$ cat config.mk
export PLATFORM = sky130hd
export DESIGN_NAME = acc_alu
export DESIGN_NICKNAME = d
export VERILOG_FILES = /design/src/rtl/acc_alu.sv
export SDC_FILE = /design/constraint.sdc
export NUM_CORES = 1
export LEC_CHECK = 0
export BUFFER_PORTS_ARGS = -buffer_cell sky130_fd_sc_hd__buf_2
export CORE_MARGIN = 2
export CORE_UTILIZATION = 54
export DETAILED_ROUTE_END_ITERATION = 16
export GPL_TIMING_DRIVEN = 0
export PLACE_DENSITY = 0.83
export SETUP_SLACK_MARGIN = 0.4
export SYNTH_ARGS = -nofsm -noshare
export SYNTH_HDL_FRONTEND = slang
export SYNTH_SLANG_ARGS = --single-unit
$ cat constraint.sdc
create_clock -name vclk -period 6.3
set_clock_uncertainty 0.1 [all_clocks]
set_input_delay 0.945 -clock vclk [all_inputs]
set_output_delay 0.945 -clock vclk [all_outputs]
set_load 0.02 [all_outputs]
$ cat src/rtl/acc_alu.sv
module acc_alu #(
  parameter int W = 8
) (
  input  logic [W-1:0] acc_i,
  input  logic [W-1:0] opnd_i,
  input  logic         cy_i,
  input  logic [3:0]   op_i,
  output logic [W-1:0] acc_o,
  output logic         cy_o
);
  localparam int H = W / 2;

  logic [W-1:0] res;
  logic         cy;
  logic [W:0]   sum;
  logic [W-1:0] cin_ext;

  assign cin_ext = {{(W-1){1'b0}}, cy_i};

  always_comb begin
    res = acc_i;
    cy  = cy_i;
    sum = '0;
    unique case (op_i)
      4'd0:  begin sum = {1'b0, acc_i} + {1'b0, opnd_i};                    {cy, res} = sum; end
      4'd1:  begin sum = {1'b0, acc_i} + {1'b0, opnd_i} + {1'b0, cin_ext};  {cy, res} = sum; end
      4'd2:  begin sum = {1'b0, acc_i} - {1'b0, opnd_i} - {1'b0, cin_ext};  {cy, res} = sum; end
      4'd3:  res = acc_i + 1'b1;
      4'd4:  res = acc_i - 1'b1;
      4'd5:  res = acc_i & opnd_i;
      4'd6:  res = acc_i | opnd_i;
      4'd7:  res = acc_i ^ opnd_i;
      4'd8:  res = '0;
      4'd9:  res = ~acc_i;
      4'd10: res = {acc_i[H-1:0], acc_i[W-1:H]};
      4'd11: res = {acc_i[W-2:0], acc_i[W-1]};
      4'd12: {cy, res} = {acc_i, cy_i};
      4'd13: res = {acc_i[0], acc_i[W-1:1]};
      4'd14: {res, cy} = {cy_i, acc_i};
      default: ;
    endcase

    if (op_i == 4'd0) assert_add_inverse_R1: assert (W'(res - opnd_i) == acc_i);
    if (op_i == 4'd1) assert_addc_inverse_R2: assert (W'(res - opnd_i - cin_ext) == acc_i);
    if (op_i == 4'd2) assert_sub_inverse_R3: assert (W'(res + opnd_i + cin_ext) == acc_i);
    if (op_i >= 4'd3 && op_i <= 4'd11 || op_i == 4'd13 || op_i == 4'd15)
      assert_carry_kept_R4: assert (cy == cy_i);
    if (op_i == 4'd9) assert_cpl_all_bits_R6: assert ((res ^ acc_i) == {W{1'b1}});
    if (op_i == 4'd10) assert_swap_weight_R7: assert ($countones(res) == $countones(acc_i));
    if (op_i == 4'd11 || op_i == 4'd13)
      assert_rot_weight_R8: assert ($countones(res) == $countones(acc_i));
    if (op_i == 4'd12 || op_i == 4'd14)
      assert_rotc_weight_R9: assert ($countones({cy, res}) == $countones({cy_i, acc_i}));
  end

  assign acc_o = res;
  assign cy_o  = cy;
endmodule

==> results of run 1 <==
==> power by group <==
group | switching, uW | total [uW] | internal (uW)
combinational | 171 | 274 | 103
sequential | 0 | 0 | 0
clock | 0 | 0 | 0
==> Yosys cell counts, drive strengths merged, types with 3 or more instances <==
cell,n,area [sq um]
nand2,36,135
ha,31,388
inv,31,116
a21oi,21,105
nor2,21,78.8
clkbuf,19,73.8
nor3,19,100
o21ai,16,80.1
xnor2,14,123
buf,12,57.6
nor2b,10,62.6
nand2b,9,56.3
a211oi,7,52.6
nand3,7,35.0
o22ai,7,50.1
mux2i,6,60.1
o211ai,6,45.0
or3,6,37.5
xor2,6,52.6
a21o,5,37.5
maj3,5,50.1
or4,5,41.3
a21boi,4,30.0
a22oi,4,30.0
a2bb2oi,4,35.0
a31oi,4,25.0
a32oi,4,35.0
nand3b,4,30.0
nand4,4,25.0
nor4,4,25.0
a2111oi,3,26.3
a221oi,3,26.3
a32o,3,30.0
and3,3,18.8
fa,3,60.1
mux2,3,33.8
nand4b,3,26.3
o21a,3,22.5
o31ai,3,22.5
==> cells by family after synthesis <==
logic type,count (synthesis)
xor gates and xnor gates,20
adders and majority gates,39
and+or+nand+nor,138
buffers and inverters,62
AOI/OAI and AO/OA,118
muxes,9
==> worst min path at each step <==
stage	from	endpoint	slack (ns)
finish	acc_i[7]	acc_o[7]	2.28
global route	acc_i[7]	acc_o[7]	2.31
CTS	acc_i[7]	acc_o[7]	2.27
detailed placement	acc_i[7]	acc_o[7]	2.27
global placement	acc_i[7]	acc_o[7]	2.26
floorplan	acc_i[7]	acc_o[7]	1.97
==> worst max-delay path, cell delays in order <==
cell and delay, ns:
buf_2 0.14, clkbuf_1 0.40, inv_1 0.31, fa_1 0.52
xnor2_1 0.43, nand3_1 0.23, or4_1 0.53, o311ai_0 0.13
o211a_1 0.23, nor3_1 0.06, a211oi_1 0.21, buf_2 0.20
==> layer usage <==
metal  GRT usage (%)  wire length, um  up-vias  share of wire (%)
li1                -                -     1490                  -
met1            45.6             3680     1449                 40
met2            51.5             3840      234                 42
met3            9.53             1100       54                 12
met4            15.4              478        0                5.3
met5               0                0        -                  0
==> stage by stage <==
stage | power, uW | area, sq um | std cells | setup WS, ns | util, %
3_5_place_dp | 264 | 2810 | 470 | 0.943 | 60.2
5_1_grt | 296 | 2810 | 470 | 0.695 | 60.3
2_1_floorplan | 193 | 2590 | 386 | 1.41 | -
4_1_cts | 266 | 2810 | 470 | 0.951 | 60.2
6_report | 274 | 2810 | 470 | 0.921 | 60.3
3_3_place_gp | 260 | 2810 | 470 | 0.967 | 60.2
==> layout make-up <==
class / count / area (sq um)
buffer: 31 / 131
tap: 54 / 67.6
timing repair buffer: 30 / 150
fill: 456 / 1850
inverter: 31 / 116
multi-input combinational: 324 / 2350
==> flow_summary.html, run 1 <==
<table>
<tr><th>Metric</th><th>Value</th></tr>
<tr><th colspan="2">Route</th></tr>
<tr><td>Detailed-routing iteration count for the pre-antenna-repair pass</td><td>6</td></tr>
<tr><td>Number of design-rule violations left by the first detailed-router iteration</td><td>approximately 490</td></tr>
<tr><td>Number of vias in the routed layout</td><td>3227</td></tr>
<tr><td>Final wirelength</td><td>9.10 mm</td></tr>
<tr><td>Post-route antenna net violation count</td><td>0</td></tr>
<tr><td>Vias/cell</td><td>between 6 and 7</td></tr>
<tr><td>DRC violations left</td><td>0</td></tr>
<tr><td>Routed wire per std cell</td><td>19.4 um</td></tr>
<tr><th colspan="2">Run</th></tr>
<tr><td>MaxCap Viol Count</td><td>0</td></tr>
<tr><th colspan="2">Floorplan</th></tr>
<tr><td>Core Region</td><td>0.00466 sq mm</td></tr>
<tr><td># IOs</td><td>30</td></tr>
<tr><td>Height of the die</td><td>73.2 um</td></tr>
<tr><td>Standard-cell rows</td><td>25</td></tr>
<tr><td>Horizontal die dimension</td><td>~73 um</td></tr>
<tr><td>Initial core utilization</td><td>between 50 and 60%</td></tr>
<tr><td>Area of the die</td><td>0.00536 sq mm</td></tr>
<tr><th colspan="2">Power and ir drop</th></tr>
<tr><td>Peak supply drop</td><td>0.0496 mV</td></tr>
<tr><td>Leakage component of the power</td><td>between 0.001 and 0.0015 uW</td></tr>
<tr><td>Pwr Density</td><td>97.4 mW/mm^2</td></tr>
<tr><th colspan="2">Synth</th></tr>
<tr><td>Simple logic cell fraction of the synthesized area</td><td>28.1%</td></tr>
<tr><td>Dominant combinational cell family by area after synthesis</td><td>compound AO/OA/AOI/OAI gates</td></tr>
<tr><td>Post-synthesis share of cell area spent on xor and xnor gates</td><td>under 10%</td></tr>
<tr><td>Adder-cell share of the synthesized area</td><td>19.2%</td></tr>
<tr><td>Total of warnings raised by yosys</td><td>0</td></tr>
<tr><td>Post-synth cell types</td><td>63</td></tr>
<tr><td>Multiplexer share of the synthesized area</td><td>3.63%</td></tr>
<tr><td>Portion of the post-synthesis area used by sequential elements</td><td>0%</td></tr>
<tr><td>Average instance area after synthesis</td><td>6.70 sq um</td></tr>
<tr><td>Post-synth design cell area</td><td>~0.0026 sq mm</td></tr>
<tr><td>Cells after Synth</td><td>386</td></tr>
<tr><td>Compound-cell area share of the yosys netlist</td><td>32.7%</td></tr>
<tr><td>Post-Syn Nets</td><td>between 400 and 500</td></tr>
<tr><th colspan="2">Worst setup path</th></tr>
<tr><td>Required time of the critical path</td><td>5.25 ns</td></tr>
<tr><td>Worst Setup Start Kind</td><td>input pin</td></tr>
<tr><td>Startpoint of the most critical setup path</td><td>acc_i[1]</td></tr>
<tr><td>Arrival time of the worst setup path</td><td>4.33 ns</td></tr>
<tr><td>Worst setup path endpoint</td><td>acc_o[5]</td></tr>
<tr><td>Largest driver fanout on the critical path</td><td>10</td></tr>
<tr><td>Setup crit end kind</td><td>output pin</td></tr>
<tr><td>Type of the setup path with the least slack</td><td>in2out</td></tr>
<tr><th colspan="2">STA</th></tr>
<tr><td>Tightest slew margin relative to the limit</td><td>18.2%</td></tr>
<tr><td>Total negative slack</td><td>0 ns</td></tr>
<tr><td>Min Clock Period, post-route</td><td>5.38 ns</td></tr>
<tr><td>Unrepaired setup endpoints after global routing</td><td>false</td></tr>
<tr><td>Actual transition at the worst max-transition pin</td><td>1.21 ns</td></tr>
<tr><td>Highest clock frequency the design can meet</td><td>0.186 GHz</td></tr>
<tr><td>Setup Viol. Count Final</td><td>0</td></tr>
<tr><td>Max Transition Viols Final</td><td>0</td></tr>
<tr><td>Worst slack on hold paths</td><td>2.28 ns</td></tr>
<tr><td>Endpoints failing hold</td><td>0</td></tr>
<tr><td>Share of the cycle needed by the critical path after routing</td><td>85.4%</td></tr>
<tr><th colspan="2">Hold path</th></tr>
<tr><td>Hold WC Path Type</td><td>in2out</td></tr>
<tr><td>Number of cells on the worst hold path</td><td>4</td></tr>
<tr><th colspan="2">Global route</th></tr>
<tr><td>First-pass GRT wire length</td><td>14.5 mm</td></tr>
<tr><td>Sum of overflow across all layers after global routing</td><td>0</td></tr>
<tr><td>Largest net degree at the start of global routing</td><td>12</td></tr>
<tr><td>Vias in the first global route</td><td>2922</td></tr>
<tr><td>Number of antenna violations at the first check in global routing</td><td>0</td></tr>
<tr><td>Global router's overall resource usage</td><td>34.4%</td></tr>
<tr><th colspan="2">Finish</th></tr>
<tr><td>Area of all sequential standard cells</td><td>0 sq um</td></tr>
<tr><td>Fraction of final layout cells sized beyond drive strength 1</td><td>12.3%</td></tr>
<tr><td>Diode insertion count for antenna repair</td><td>0</td></tr>
<tr><td>Syn-to-layout area delta</td><td>8.66%</td></tr>
<tr><td>Commonest non-fill, non-tap cell in the layout</td><td>buf_2</td></tr>
<tr><td>Commonest cells after routing, fill and taps aside</td><td>40 x buf_2, 36 x nand2_1, 31 x inv_1, 31 x ha_1</td></tr>
<tr><td>Total of clock buffers placed in the layout</td><td>0</td></tr>
<tr><td>Number of flip-flops and latches</td><td>0</td></tr>
<tr><td>Final nets</td><td>~470</td></tr>
<tr><th colspan="2">Status</th></tr>
<tr><td>Outcome</td><td>finished, final reports clean</td></tr>
<tr><th colspan="2">Clocking</th></tr>
<tr><td>Quantity of gates resized following cts</td><td>0</td></tr>
<tr><td>Number of setup buffers added after CTS</td><td>0</td></tr>
<tr><td>Hold-fix buffer count after cts</td><td>0</td></tr>
<tr><th colspan="2">Placement</th></tr>
<tr><td>Sum of net half-perimeters after detailed placement</td><td>7.01 mm</td></tr>
<tr><td>Quantity of I/O buffers inserted on ports</td><td>30</td></tr>
<tr><td>Gpl congestion</td><td>1.04</td></tr>
</table>
Power figures use the tool's default switching activity.
==> run 2: changes to the inputs <==
--- a/config.mk
+++ b/config.mk
@@ -5,6 +5,7 @@
 export SDC_FILE = /design/constraint.sdc
 export NUM_CORES = 1
 export LEC_CHECK = 0
+export ABC_AREA = 1
 export BUFFER_PORTS_ARGS = -buffer_cell sky130_fd_sc_hd__buf_2
 export CORE_MARGIN = 2
 export CORE_UTILIZATION = 54
==> flow_summary.html, run 2 <==
<table>
<tr><th>Metric</th><th>Value</th></tr>
<tr><th colspan="2">Run</th></tr>
<tr><td>MaxCap Viol Count</td><td>0</td></tr>
<tr><th colspan="2">Placement</th></tr>
<tr><td>Sum of net half-perimeters after detailed placement</td><td>6.24 mm</td></tr>
<tr><td>Quantity of I/O buffers inserted on ports</td><td>30</td></tr>
<tr><td>Gpl congestion</td><td>around 1</td></tr>
<tr><td>Area after DPL</td><td>about 0.0025 sq mm</td></tr>
<tr><th colspan="2">Floorplan</th></tr>
<tr><td>Core Region</td><td>0.00406 sq mm</td></tr>
<tr><td>Horizontal die dimension</td><td>slightly below 70 um</td></tr>
<tr><td>Area of the die</td><td>0.00484 sq mm</td></tr>
<tr><td>Standard-cell rows</td><td>23</td></tr>
<tr><td># IOs</td><td>30</td></tr>
<tr><td>Height of the die</td><td>approximately 70 um</td></tr>
<tr><td>Initial core utilization</td><td>57.2%</td></tr>
<tr><th colspan="2">STA</th></tr>
<tr><td>Share of the cycle needed by the critical path after routing</td><td>around 70%</td></tr>
<tr><td>Tightest slew margin relative to the limit</td><td>72.4%</td></tr>
<tr><td>Unrepaired setup endpoints after global routing</td><td>false</td></tr>
<tr><td>Actual transition at the worst max-transition pin</td><td>between 0.4 and 0.5 ns</td></tr>
<tr><td>Min Clock Period, post-route</td><td>4.47 ns</td></tr>
<tr><td>Endpoints failing hold</td><td>0</td></tr>
<tr><td>Highest clock frequency the design can meet</td><td>0.224 GHz</td></tr>
<tr><td>Total negative slack</td><td>0 ns</td></tr>
<tr><td>Max Transition Viols Final</td><td>0</td></tr>
<tr><td>Setup Viol. Count Final</td><td>0</td></tr>
<tr><th colspan="2">Synth</th></tr>
<tr><td>Dominant combinational cell family by area after synthesis</td><td>simple AND/OR/NAND/NOR gates</td></tr>
<tr><td>Cells after Synth</td><td>437</td></tr>
<tr><td>Total of warnings raised by yosys</td><td>0</td></tr>
<tr><td>Post-Syn Nets</td><td>492</td></tr>
<tr><td>Most common library cells after synthesis</td><td>121 x nand2_1, 71 x inv_1, 51 x nand3_1</td></tr>
<tr><td>Post-synth design cell area</td><td>about 0.0023 sq mm</td></tr>
<tr><td>Compound-cell area share of the yosys netlist</td><td>around 18%</td></tr>
<tr><td>Cell types with the largest area share after synthesis</td><td>nand2_1 20%, ha_1 17%, inv_1 11%, nand3_1 11%, nor2_1 7.8%</td></tr>
<tr><td>Post-synth cell types</td><td>39</td></tr>
<tr><td>Post-synthesis share of cell area spent on xor and xnor gates</td><td>1.13%</td></tr>
<tr><td>Most frequently used cell type in the post-synthesis netlist</td><td>nand2_1</td></tr>
<tr><td>Share of the synthesized area in the top cell type</td><td>19.6%</td></tr>
<tr><td>Yosys top cell by area</td><td>nand2_1</td></tr>
<tr><td>Average instance area after synthesis</td><td>5.31 sq um</td></tr>
<tr><td>Adder-cell share of the synthesized area</td><td>19.3%</td></tr>
<tr><td>Simple logic cell fraction of the synthesized area</td><td>around 49%</td></tr>
<tr><td>Multiplexer share of the synthesized area</td><td>0%</td></tr>
<tr><td>Portion of the post-synthesis area used by sequential elements</td><td>0%</td></tr>
<tr><th colspan="2">Finish</th></tr>
<tr><td>Design area</td><td>0.00253 sq mm</td></tr>
<tr><td>Fraction of final layout cells sized beyond drive strength 1</td><td>13.1%</td></tr>
<tr><td>Number of filler instances in the final layout</td><td>424</td></tr>
<tr><td>Number of flip-flops and latches</td><td>0</td></tr>
<tr><td>Layout Utilization</td><td>62.4%</td></tr>
<tr><td>Diode insertion count for antenna repair</td><td>0</td></tr>
<tr><td>Area of all sequential standard cells</td><td>0 sq um</td></tr>
<tr><td>Commonest non-fill, non-tap cell in the layout</td><td>nand2_1</td></tr>
<tr><td>Final nets</td><td>524</td></tr>
<tr><td>Commonest cells after routing, fill and taps aside</td><td>121 x nand2_1, 71 x inv_1, 51 x nand3_1</td></tr>
<tr><td>Syn-to-layout area delta</td><td>9.17%</td></tr>
<tr><td>Total of clock buffers placed in the layout</td><td>0</td></tr>
<tr><th colspan="2">Power and ir drop</th></tr>
<tr><td>Power share of the sequential group</td><td>0%</td></tr>
<tr><td>Sw Share</td><td>67.2%</td></tr>
<tr><td>Switching power total</td><td>150 uW</td></tr>
<tr><td>Share of total power in the clock network</td><td>0%</td></tr>
<tr><td>Combinational Power Share</td><td>100.0%</td></tr>
<tr><td>Peak supply drop</td><td>0.0510 mV</td></tr>
<tr><td>Leakage component of the power</td><td>0.00145 uW</td></tr>
<tr><td>Pwr Density</td><td>roughly 88 mW/mm^2</td></tr>
<tr><td>Int Power</td><td>approximately 73 uW</td></tr>
<tr><th colspan="2">Hold path</th></tr>
<tr><td>Hold WC Path Type</td><td>in2out</td></tr>
<tr><th colspan="2">Worst setup path</th></tr>
<tr><td>Arrival time of the worst setup path</td><td>3.42 ns</td></tr>
<tr><td>Type of the setup path with the least slack</td><td>in2out</td></tr>
<tr><td>Required time of the critical path</td><td>roughly 5.3 ns</td></tr>
<tr><td>Largest driver fanout on the critical path</td><td>10</td></tr>
<tr><td>Worst Setup Start Kind</td><td>input pin</td></tr>
<tr><td>Setup crit end kind</td><td>output pin</td></tr>
<tr><th colspan="2">Global route</th></tr>
<tr><td>Vias in the first global route</td><td>2843</td></tr>
<tr><td>Sum of overflow across all layers after global routing</td><td>0</td></tr>
<tr><td>Number of antenna violations at the first check in global routing</td><td>0</td></tr>
<tr><td>First-pass GRT wire length</td><td>12.9 mm</td></tr>
<tr><td>Largest net degree at the start of global routing</td><td>11</td></tr>
<tr><td>Global router's overall resource usage</td><td>roughly a third</td></tr>
<tr><th colspan="2">Route</th></tr>
<tr><td>Final wirelength</td><td>7.61 mm</td></tr>
<tr><td>DRC violations left</td><td>0</td></tr>
<tr><td>Number of design-rule violations left by the first detailed-router iteration</td><td>roughly 270</td></tr>
<tr><td>Post-route antenna net violation count</td><td>0</td></tr>
<tr><td>Number of vias in the routed layout</td><td>3009</td></tr>
<tr><td>Vias/cell</td><td>between 5 and 6</td></tr>
<tr><td>Routed wire per std cell</td><td>about 15 um</td></tr>
<tr><td>Detailed-routing iteration count for the pre-antenna-repair pass</td><td>6</td></tr>
<tr><th colspan="2">Clocking</th></tr>
<tr><td>Number of setup buffers added after CTS</td><td>0</td></tr>
<tr><td>Hold-fix buffer count after cts</td><td>0</td></tr>
<tr><td>Quantity of gates resized following cts</td><td>0</td></tr>
<tr><th colspan="2">Status</th></tr>
<tr><td>Outcome</td><td>finished, final reports clean</td></tr>
</table>
## run 2: cell types whose count changed after synthesis, sizes merged, moves of 11 or more
cell	previous run	this run
nand2	36	130
xnor2	14	1
buf	12	1
inv	31	76
nor3	19	6
clkbuf	19	0
nor2	21	55
nand3	7	52
## run 2: worst paths after layout
check | start | end | slack [ns] | cells past startpoint
worst max-delay path | acc_i[0] | acc_o[7] | 1.83 | 13
worst min-delay path | acc_i[4] | acc_o[4] | 2.25 | 4
## run 2: logic make-up (layout without fill, tap and decap cells)
group	Yosys count	after routing
AO/OA/AOI/OAI	64	64
XOR/XNOR	3	3
adder cells (fa/ha/maj)	34	34
buffers and inverters	80	110
AND/OR/NAND/NOR	256	256
## run 2: metrics by stage
stage	total power, uW	setup WS (ns)	cells	hold WS, ns
5_1_grt	252	1.63	517	2.26
3_5_place_dp	218	1.91	517	2.24
2_1_floorplan	156	2.42	437	1.97
3_3_place_gp	214	1.97	517	2.24
4_1_cts	219	1.90	517	2.24
6_report	224	1.83	517	2.25
## run 2: metal layers
metal,track usage [%],up-vias,part of all wire (%)
met5,0,-,0
met4,6.75,0,2.4
met3,5.23,25,9.6
met2,55.2,148,44
met1,41.5,1346,44
li1,-,1490,-
## run 2: cell type report
| cell class | count | area, sq um | share of cell area [%] |
|---|---|---|---|
| Inverter | 79 | 297 | 11.7 |
| Tap cell | 50 | 62.6 | 2.47 |
| Timing Repair Buffer | 30 | 150 | 5.93 |
| Buffer | 1 | 5.00 | 0.198 |
| Multi-Input combinational cell | 357 | 2020 | 79.7 |
## run 2: worst max-delay path, stage by stage
cell,delay [ns]
buf_2,0.18
fa_1,0.64
inv_1,0.06
ha_1,0.17
o21ai_0,0.29
nand2_1,0.14
nand3_1,0.11
nand3_1,0.09
o21ai_0,0.33
nand3_1,0.15
nor2_1,0.12
nor2_1,0.05
buf_2,0.15
## run 2: power groups by stage
stage	sequential [uW]	combinational, uW	clock, uW
final	0	224	0
after global routing	0	252	0
after CTS	0	219	0
after detailed placement	0	218	0
after global placement	0	214	0
after floorplan	0	156	0
==> run 3: changes to the inputs <==
==> constraint.sdc (replaced) <==
create_clock -name vclk -period 4.3
set_clock_uncertainty 0.1 [all_clocks]
set_input_delay 0.645 -clock vclk [all_inputs]
set_output_delay 0.645 -clock vclk [all_outputs]
set_load 0.02 [all_outputs]
==> flow_summary.html, run 3 (synthesis results as in run 2) <==
<table>
<tr><th>Metric</th><th>Value</th></tr>
<tr><th colspan="2">Global route</th></tr>
<tr><td>Largest net degree at the start of global routing</td><td>11</td></tr>
<tr><td>Sum of overflow across all layers after global routing</td><td>0</td></tr>
<tr><td>Global router's overall resource usage</td><td>31.9%</td></tr>
<tr><td>First-pass GRT wire length</td><td>between 10 and 15 mm</td></tr>
<tr><td>Vias in the first global route</td><td>2843</td></tr>
<tr><td>Number of antenna violations at the first check in global routing</td><td>0</td></tr>
<tr><th colspan="2">Hold path</th></tr>
<tr><td>HP Start</td><td>acc_i[7]</td></tr>
<tr><td>Number of cells on the worst hold path</td><td>4</td></tr>
<tr><td>Hold WC Path Type</td><td>in2out</td></tr>
<tr><td>Endpoint of the worst hold-timing path</td><td>acc_o[7]</td></tr>
<tr><th colspan="2">Floorplan</th></tr>
<tr><td>Height of the die</td><td>between 60 and 70 um</td></tr>
<tr><td>Horizontal die dimension</td><td>roughly 70 um</td></tr>
<tr><td># IOs</td><td>30</td></tr>
<tr><td>Area of the die</td><td>0.00484 sq mm</td></tr>
<tr><td>Initial core utilization</td><td>57.2%</td></tr>
<tr><td>Core Region</td><td>0.00406 sq mm</td></tr>
<tr><td>Standard-cell rows</td><td>23</td></tr>
<tr><th colspan="2">Placement</th></tr>
<tr><td>Pre-CTS WS</td><td>0.510 ns</td></tr>
<tr><td>Quantity of I/O buffers inserted on ports</td><td>30</td></tr>
<tr><td>Gpl congestion</td><td>0.985</td></tr>
<tr><td>Sum of net half-perimeters after detailed placement</td><td>6.24 mm</td></tr>
<tr><th colspan="2">STA</th></tr>
<tr><td>Share of the cycle needed by the critical path after routing</td><td>between 80% and 90%</td></tr>
<tr><td>Endpoints failing hold</td><td>0</td></tr>
<tr><td>Actual transition at the worst max-transition pin</td><td>0.346 ns</td></tr>
<tr><td>Tightest slew margin relative to the limit</td><td>between 70% and 80%</td></tr>
<tr><td>Worst slack on hold paths</td><td>roughly 1.7 ns</td></tr>
<tr><td>Max Transition Viols Final</td><td>0</td></tr>
<tr><td>Highest clock frequency the design can meet</td><td>0.271 GHz</td></tr>
<tr><td>Setup Viol. Count Final</td><td>0</td></tr>
<tr><td>Min Clock Period, post-route</td><td>3.69 ns</td></tr>
<tr><td>Worst setup slack after layout</td><td>0.614 ns</td></tr>
<tr><td>Unrepaired setup endpoints after global routing</td><td>false</td></tr>
<tr><td>Total negative slack</td><td>0 ns</td></tr>
<tr><th colspan="2">Route</th></tr>
<tr><td>Post-route antenna net violation count</td><td>0</td></tr>
<tr><td>Number of design-rule violations left by the first detailed-router iteration</td><td>279</td></tr>
<tr><td>DRC violations left</td><td>0</td></tr>
<tr><td>Final wirelength</td><td>7.64 mm</td></tr>
<tr><td>Number of vias in the routed layout</td><td>roughly 3000</td></tr>
<tr><td>Detailed-routing iteration count for the pre-antenna-repair pass</td><td>5</td></tr>
<tr><td>Vias/cell</td><td>5.74</td></tr>
<tr><td>Routed wire per std cell</td><td>14.6 um</td></tr>
<tr><th colspan="2">Status</th></tr>
<tr><td>Outcome</td><td>finished, final reports clean</td></tr>
<tr><th colspan="2">Worst setup path</th></tr>
<tr><td>Setup crit end kind</td><td>output pin</td></tr>
<tr><td>Largest driver fanout on the critical path</td><td>10</td></tr>
<tr><td>Arrival time of the worst setup path</td><td>2.94 ns</td></tr>
<tr><td>Required time of the critical path</td><td>3.56 ns</td></tr>
<tr><td>Type of the setup path with the least slack</td><td>in2out</td></tr>
<tr><td>Worst Setup Start Kind</td><td>input pin</td></tr>
<tr><th colspan="2">Power and ir drop</th></tr>
<tr><td>Peak supply drop</td><td>0.0719 mV</td></tr>
<tr><td>Pwr Density</td><td>129 mW/mm^2</td></tr>
<tr><td>Leakage component of the power</td><td>0.00147 uW</td></tr>
<tr><th colspan="2">Finish</th></tr>
<tr><td>Total of clock buffers placed in the layout</td><td>0</td></tr>
<tr><td>Area of all sequential standard cells</td><td>0 sq um</td></tr>
<tr><td>Fraction of final layout cells sized beyond drive strength 1</td><td>15.0%</td></tr>
<tr><td>Commonest non-fill, non-tap cell in the layout</td><td>nand2_1</td></tr>
<tr><td>Final nets</td><td>530</td></tr>
<tr><td>Number of flip-flops and latches</td><td>0</td></tr>
<tr><td>Syn-to-layout area delta</td><td>11.9%</td></tr>
<tr><td>Commonest cells after routing, fill and taps aside</td><td>121 x nand2_1, 70 x inv_1, 51 x nand3_1</td></tr>
<tr><td>Diode insertion count for antenna repair</td><td>0</td></tr>
<tr><th colspan="2">Run</th></tr>
<tr><td>MaxCap Viol Count</td><td>0</td></tr>
</table>
run 3: what timing repair did:
| action | in CTS | in global routing |
|---|---|---|
| hold buffers | 0 | 0 |
| setup endpoints to repair | 0 | 3 |
| gates resized for setup | 0 | 8 |
| buffers inserted | 0 | 6 |
run 3: final cells by class:
class	count	area (sq um)
Multi-Input combinational cell	357	2020
Fill cell	417	1460
Inverter	79	308
Timing Repair Buffer	36	200
Tap cell	50	62.6
Buffer	1	5.00
run 3: layer usage:
layer  part of all wire, %  track usage (%)  wire (um)  vias to the layer above
li1                      -                -          -                     1502
met1                    44             41.5       3340                     1335
met2                    44             55.2       3380                      145
met3                   9.7             5.23        741                       20
met4                   2.3             6.75        172                        0
met5                     0                0          0                        -
run 3: through the flow:
step	cells	cell area, sq um	power (uW)	util [%]
2_1_floorplan	437	2320	229	-
4_1_cts	517	2530	321	62.4
6_report	523	2600	334	64.0
3_3_place_gp	517	2530	313	62.4
3_5_place_dp	517	2530	319	62.4
5_1_grt	523	2600	376	64.0
run 3: power breakdown:
part | leakage (uW) | total (uW) | switching [uW] | internal, uW
sequential | 0 | 0 | 0 | 0
combinational | 0.00147 | 334 | 222 | 112
clock | 0 | 0 | 0 | 0
run 3: how the worst max path moves through the flow:
stage	startpoint	endpoint
floorplan	acc_i[0]	cy_o
global placement	acc_i[0]	acc_o[7]
detailed placement	acc_i[0]	acc_o[7]
CTS	acc_i[0]	acc_o[7]
global route	acc_i[0]	acc_o[5]
finish	acc_i[0]	cy_o
run 3: critical path, stage by stage:
cell	delay, ns
clkbuf_4	0.18
ha_1	0.25
inv_1	0.11
fa_1	0.43
inv_1	0.09
ha_1	0.18
inv_1	0.06
nor2_2	0.13
nand2_2	0.10
nor2_4	0.12
nand3_2	0.11
o21bai_2	0.11
nand3_1	0.09
a21oi_1	0.14
buf_2	0.18
